$ cat src/rtl/sp_packer.sv
module sp_packer #(
  parameter int MANT_W = 32,
  parameter int EXP_W  = 10
) (
  input  logic                    clk,
  input  logic                    rst_n,
  input  logic                    in_valid,
  input  logic [1:0]              in_class,
  input  logic                    in_sign,
  input  logic signed [EXP_W-1:0] in_exp,
  input  logic [MANT_W-1:0]       in_mant,
  input  logic                    in_sticky,
  input  logic [1:0]              rnd_mode,
  output logic                    out_valid,
  output logic [31:0]             out_word,
  output logic                    flag_inexact,
  output logic                    flag_underflow,
  output logic                    flag_overflow,
  output logic                    flag_operr
);
  localparam int FRAC_W  = 23;
  localparam int KEEP_W  = FRAC_W + 3;
  localparam int BASE_SH = MANT_W - KEEP_W;
  localparam int EB_W    = EXP_W + 2;
  localparam int SH_W    = EB_W + 1;
  localparam int SHC_W   = $clog2(MANT_W);

  localparam logic [1:0] C_ZERO = 2'd0;
  localparam logic [1:0] C_NUM  = 2'd1;
  localparam logic [1:0] C_INF  = 2'd2;
  localparam logic [1:0] M_NEAR = 2'd0;
  localparam logic [1:0] M_ZERO = 2'd1;
  localparam logic [1:0] M_DOWN = 2'd2;

  // stage 1: bias, pick shift, align with sticky collection
  logic signed [EB_W-1:0] exp_ext, ebias_c;
  logic                   sub_c, sh_big, lost_c;
  logic [SH_W-1:0]        sh_c;
  logic [SHC_W-1:0]       sh_amt;
  logic [KEEP_W-1:0]      keep_c;

  assign exp_ext = {{2{in_exp[EXP_W-1]}}, in_exp};
  assign ebias_c = exp_ext + $signed(EB_W'(127));
  assign sub_c   = (ebias_c <= $signed(EB_W'(0)));
  assign sh_c    = sub_c ? (SH_W'(BASE_SH + 1) - {ebias_c[EB_W-1], ebias_c}) : SH_W'(BASE_SH);
  assign sh_big  = (sh_c >= SH_W'(MANT_W));
  assign sh_amt  = SHC_W'(sh_c);
  assign keep_c  = sh_big ? '0 : KEEP_W'(in_mant >> sh_amt);
  assign lost_c  = sh_big ? (|in_mant) : (|(in_mant & ~({MANT_W{1'b1}} << sh_amt)));

  logic                   v1, sign1, sub1, stk1;
  logic [1:0]             cls1, mode1;
  logic signed [EB_W-1:0] ebias1;
  logic [KEEP_W-1:0]      keep1;
  logic [FRAC_W-1:0]      nan1;

  always_ff @(posedge clk or negedge rst_n) begin
    if (!rst_n) begin
      v1     <= 1'b0;
      sign1  <= 1'b0;
      sub1   <= 1'b0;
      stk1   <= 1'b0;
      cls1   <= C_ZERO;
      mode1  <= M_NEAR;
      ebias1 <= '0;
      keep1  <= '0;
      nan1   <= '0;
    end else begin
      v1 <= in_valid;
      if (in_valid) begin
        sign1  <= in_sign;
        sub1   <= sub_c;
        stk1   <= in_sticky | lost_c;
        cls1   <= in_class;
        mode1  <= rnd_mode;
        ebias1 <= ebias_c;
        keep1  <= keep_c;
        nan1   <= in_mant[MANT_W-2 -: FRAC_W];
      end
    end
  end

  // stage 2: round and pack
  logic                   g_bit, r_bit, lsb, inexact_raw, rnd_up, ovf, to_inf;
  logic [FRAC_W+1:0]      sum;
  logic signed [EB_W-1:0] e_fin;
  logic [31:0]            word_c;
  logic [3:0]             flags_c;

  assign g_bit       = keep1[1];
  assign r_bit       = keep1[0];
  assign lsb         = keep1[2];
  assign inexact_raw = g_bit | r_bit | stk1;

  always_comb begin
    case (mode1)
      M_NEAR:  rnd_up = g_bit & (r_bit | stk1 | lsb);
      M_ZERO:  rnd_up = 1'b0;
      M_DOWN:  rnd_up = sign1 & inexact_raw;
      default: rnd_up = ~sign1 & inexact_raw;
    endcase
  end

  assign sum    = {1'b0, keep1[KEEP_W-1:2]} + (FRAC_W+2)'(rnd_up);
  assign e_fin  = ebias1 + $signed({{(EB_W-1){1'b0}}, sum[FRAC_W+1]});
  assign ovf    = ~sub1 & (e_fin >= $signed(EB_W'(255)));
  assign to_inf = (mode1 == M_NEAR) || (mode1 == M_DOWN && sign1) || (mode1 == 2'd3 && !sign1);

  always_comb begin
    word_c  = {sign1, 31'd0};
    flags_c = 4'b0000;
    case (cls1)
      C_ZERO: word_c = {sign1, 31'd0};
      C_INF:  word_c = {sign1, 8'hFF, 23'd0};
      C_NUM: begin
        if (sub1) begin
          word_c  = {sign1, 7'd0, sum[FRAC_W], sum[FRAC_W-1:0]};
          flags_c = {inexact_raw, 1'b1, 1'b0, 1'b0};
        end else if (ovf) begin
          word_c  = to_inf ? {sign1, 8'hFF, 23'd0} : {sign1, 8'hFE, 23'h7FFFFF};
          flags_c = 4'b1011;
        end else begin
          word_c  = {sign1, e_fin[7:0], sum[FRAC_W-1:0]};
          flags_c = {inexact_raw, 3'b000};
        end
      end
      default: word_c = {sign1, 8'hFF, nan1};
    endcase
  end

  always_ff @(posedge clk or negedge rst_n) begin
    if (!rst_n) begin
      out_valid      <= 1'b0;
      out_word       <= '0;
      flag_inexact   <= 1'b0;
      flag_underflow <= 1'b0;
      flag_overflow  <= 1'b0;
      flag_operr     <= 1'b0;
    end else begin
      out_valid <= v1;
      if (v1) begin
        out_word <= word_c;
        {flag_inexact, flag_underflow, flag_overflow, flag_operr} <= flags_c;
      end
    end
  end

  p_latency_r1: assert property (@(posedge clk) disable iff (!rst_n)
    in_valid |=> ##1 out_valid);
  p_no_phantom_r1: assert property (@(posedge clk) disable iff (!rst_n)
    !in_valid |=> ##1 !out_valid);
  p_lead_one_r4: assert property (@(posedge clk) disable iff (!rst_n)
    (in_valid && in_class == C_NUM) |-> in_mant[MANT_W-1]);
  p_special_quiet_r2: assert property (@(posedge clk) disable iff (!rst_n)
    (out_valid && out_word[30:23] == 8'hFF && !flag_overflow) |-> (!flag_inexact && !flag_underflow && !flag_operr));
  p_ovf_set_r6: assert property (@(posedge clk) disable iff (!rst_n)
    (out_valid && flag_overflow) |-> (flag_inexact && flag_operr && !flag_underflow && out_word[30:23] >= 8'hFE));
  p_operr_pair_r6: assert property (@(posedge clk) disable iff (!rst_n)
    (out_valid && flag_operr) |-> flag_overflow);
  p_unf_field_r7: assert property (@(posedge clk) disable iff (!rst_n)
    (out_valid && flag_underflow) |-> (out_word[30:24] == 7'd0));
  p_min_normal_r8: assert property (@(posedge clk) disable iff (!rst_n)
    (out_valid && flag_underflow && out_word[23]) |-> (out_word[22:0] == 23'd0));
endmodule

$ cat config.mk
export PLATFORM = sky130hd
export DESIGN_NAME = sp_packer
export DESIGN_NICKNAME = d
export VERILOG_FILES = /design/src/rtl/sp_packer.sv
export SDC_FILE = /design/constraint.sdc
export NUM_CORES = 1
export LEC_CHECK = 0
export ABC_AREA = 1
export CAP_MARGIN = 10
export CORE_ASPECT_RATIO = 2
export CORE_MARGIN = 4
export CORE_UTILIZATION = 55
export DETAILED_ROUTE_END_ITERATION = 7
export DONT_BUFFER_PORTS = 1
export HOLD_SLACK_MARGIN = 0.02
export PLACE_DENSITY = 0.84
export SLEW_MARGIN = 20
export SYNTH_ARGS = -nofsm -noshare
export SYNTH_HDL_FRONTEND = slang
export SYNTH_SLANG_ARGS = --single-unit
$ cat constraint.sdc
create_clock -name clk -period 4.5 [get_ports clk]
set_clock_uncertainty 0.05 [all_clocks]
set_input_delay 0.225 -clock clk [delete_from_list [all_inputs] [get_ports clk]]
set_output_delay 0.225 -clock clk [all_outputs]
set_load 0.1 [all_outputs]
==> metrics <==
routed vias/inst=5.99; CTS clk-pin slew, worst paths=70 ps; part of the Yosys area used for sequential elements=33.7%; Die ar.=0.0161 sq mm; Reg power frac=46.4%; area grow syn2layout=17.8%; dpl cell area=0.00793 sq mm; clock power share=27.0%; IO Pins=88; pre-CTS WS=-351 ps; Critical Path AT=4780 ps; Routed Antenna Nets=0; synth warn=0; failing checks=setup timing; Worst Path Max Fanout=6; Mapped Cells=1199; All-Layer GR Usage=33.6%; vias in the first global route=8271; Synth Flop Type=dfrtp_1; sw frac=41.3%; Die H=176 um; internal power=0.00185 W; initial antenna violation count=0; class of the worst hold path=in -> reg; largest net degree at the start of global routing=105; antenna cells=0; PortBufs=0; RSZ-0062 raised after global routing=yes; HPWL Detailed=19200 um; CORE AREA=0.0138 sq mm; Post-Layout Inst Area=0.00910 sq mm; CTS tree=done; TritonRoute pass-1 iters=6; fin crit share=101%; minimum clock period=4560 ps; Max-Slew Margin vs Limit=36.5%; final worst slack=-61.6 ps; FMAX=219 MHz; Horiz. Die Dim=91.8 um; CTS buffer count=9; Synth area leaders=dfrtp_1 34%, nand2_1 18%, nand3_1 12%, inv_1 5.8%, o21ai_0 5.8%; Synth Cell Area=0.00772 sq mm; DRT iter0 DRCs=783; final wirelength=27200 um; NumNets Final=1290; Final Hold Fails=0; Sink Count=104; Worst Setup Start Kind=register; fin. max-slew vios=0; Logic pwr share=26.5%; critical path capture point type=register; fin util=65.8%; leakage dissipation=4.48 nW; slowest cell delay on critical path=370 ps; worst setup path class=reg -> reg; Root Driver=clkbuf_16; synthesized net count=1258; Yosys cell types=48; WL per Instance=19.1 um; DR vias=8538; drt drc=0; Syn Area/Cell=6.44 sq um; status=finished with violations; Synth top area share=33.7%; Synth async-reset ratio=100%; MaxCap Viol Count=0; VDD IR-drop max=0.177 mV; gpl congestion=1.06; starting density of the core=55.9%; final setup fails=9; worst path required time=4720 ps; CTS HTree Levels=3; biggest area consumer among synthesized cells=dfrtp_1; worst skew pair latency=350 ps; gr ovfl total=0; Worst-Margin Slew=953 ps; fraction of layout cells with a size suffix above 1=14.0%; first-pass GRT wire length=42700 um; net switching power figure=0.00130 W; Seq cells post-synth=104; clock tree buffer depth=2; final hold slack=68.1 ps; power density cells=347 mW/mm^2; EDFF count, synth=0; # rows=61; CP max stage cell=dfrtp_1
-- layout make-up --
class	instances	area (sq um)
fillers	1199	4720
multi-input cells	911	4720
flip-flops and latches	104	2600
repair buffers	70	694
inverters	135	512
clock buffers	12	256
well taps	189	236
clock inverters	4	76.3
-- worst paths after layout --
kind                       cells past startpoint  slack [ps]             to      start
hold / removal                                 3          70      ebias1[7]  in_exp[7]
setup reg to reg                              32         -60   out_word[10]   mode1[1]
min in group asynchronous                      2         380   out_word[14]      rst_n
setup / recovery                              32         -60   out_word[10]   mode1[1]
hold reg to reg                                2         470       keep1[0]   keep1[0]
max in group asynchronous                      2        3600  flag_overflow      rst_n
-- kinds of logic after synthesis --
group	Yosys count	synth area share, %
AO/OA/AOI/OAI	168	11.5
flip-flops	104	33.7
buffers and inverters	184	10.1
AND/OR/NAND/NOR	715	41.2
adder cells (fa/ha/maj)	8	1.30
XOR/XNOR	20	2.27
-- cell usage after synthesis, types with 3 or more instances --
library cell / n
a21oi_1: 45
buf_1: 3
buf_2: 13
buf_4: 5
buf_6: 3
clkbuf_1: 23
clkinv_1: 4
dfrtp_1: 104
ha_1: 8
inv_1: 119
inv_2: 11
nand2_1: 373
nand2_2: 9
nand2_4: 3
nand3_1: 191
nand3_2: 7
nand4_1: 7
nor2_1: 83
nor2_2: 7
nor2_4: 3
nor3_1: 11
nor4_1: 7
o21ai_0: 89
o21ai_1: 18
o31ai_1: 3
or2_2: 3
xnor2_1: 6
xor2_1: 14
-- stage by stage --
stage	power, W	TNS (ps)	cells
6_report	0.00316	-336	1425
5_1_grt	0.00330	-7840	1425
4_1_cts	0.00308	-1960	1421
3_5_place_dp	0.00214	-8430	1366
3_3_place_gp	0.00212	-2760	1366
2_1_floorplan	0.00196	0	1199
-- repair_timing --
| item | CTS | global route |
|---|---|---|
| setup endpoints to repair | 31 | 33 |
| endpoints found under the hold margin | 144 | 0 |
| gates cloned | 3 | 0 |
| resized for setup | 33 | 59 |
| buffers inserted | 5 | 8 |
| pin swaps | 15 | 34 |
| hold buffers | 32 | 0 |
-- registers in the layout, summed over array words and instances, names as in the netlist --
name and count:
sub1 1, flag_underflow 1, keep1 26, cls1 2, sign1 1, flag_overflow 1
nan1 23, out_valid 1, ebias1 11, flag_inexact 1, mode1 2, out_word 32
v1 1, stk1 1
-- per-layer routing --
metal,global-route usage [%],part of all wire [%],vias up
li1,-,-,3957
met1,36.1,34,3934
met2,59.0,51,487
met5,0,0,-
met3,5.96,7.4,160
met4,23.1,7.9,0
-- power by group through the flow --
stage / Sequential (W) / Clock, W / Combinational, W
6_report: 0.00147 / 0.000854 / 0.000838
5_1_grt: 0.00148 / 0.000896 / 0.000923
4_1_cts: 0.00146 / 0.000858 / 0.000765
3_5_place_dp: 0.00148 / 0 / 0.000661
3_3_place_gp: 0.00147 / 0 / 0.000652
2_1_floorplan: 0.00144 / 0 / 0.000518
-- layout by cell type, fill, tap and decap left out, types with 10 or more instances in the layout --
master         synthesis  routed
nand3_2                7      23
a21oi_2                1      18
inv_1                119     114
nand2_2                9      12
dfrtp_1              104     103
a21oi_1               45      28
o21ai_1               18      21
nand3_1              191     168
clkbuf_16              0      10
xor2_1                14      13
o21ai_0               89      83
dlygate4sd3_1          0      30
buf_4                  5      32
inv_2                 11      15
nand2_1              373     370
nor2_1                83      79
-- critical path: cells and delay by family, from the launching register on --
family	cells	cell delay, ps
xor+xnor	1	160
simple gates	16	1640
flops	1	370
fa+ha+maj	5	980
compound gates	3	450
buf+inv	7	830
(Power assumes the default switching activity.)
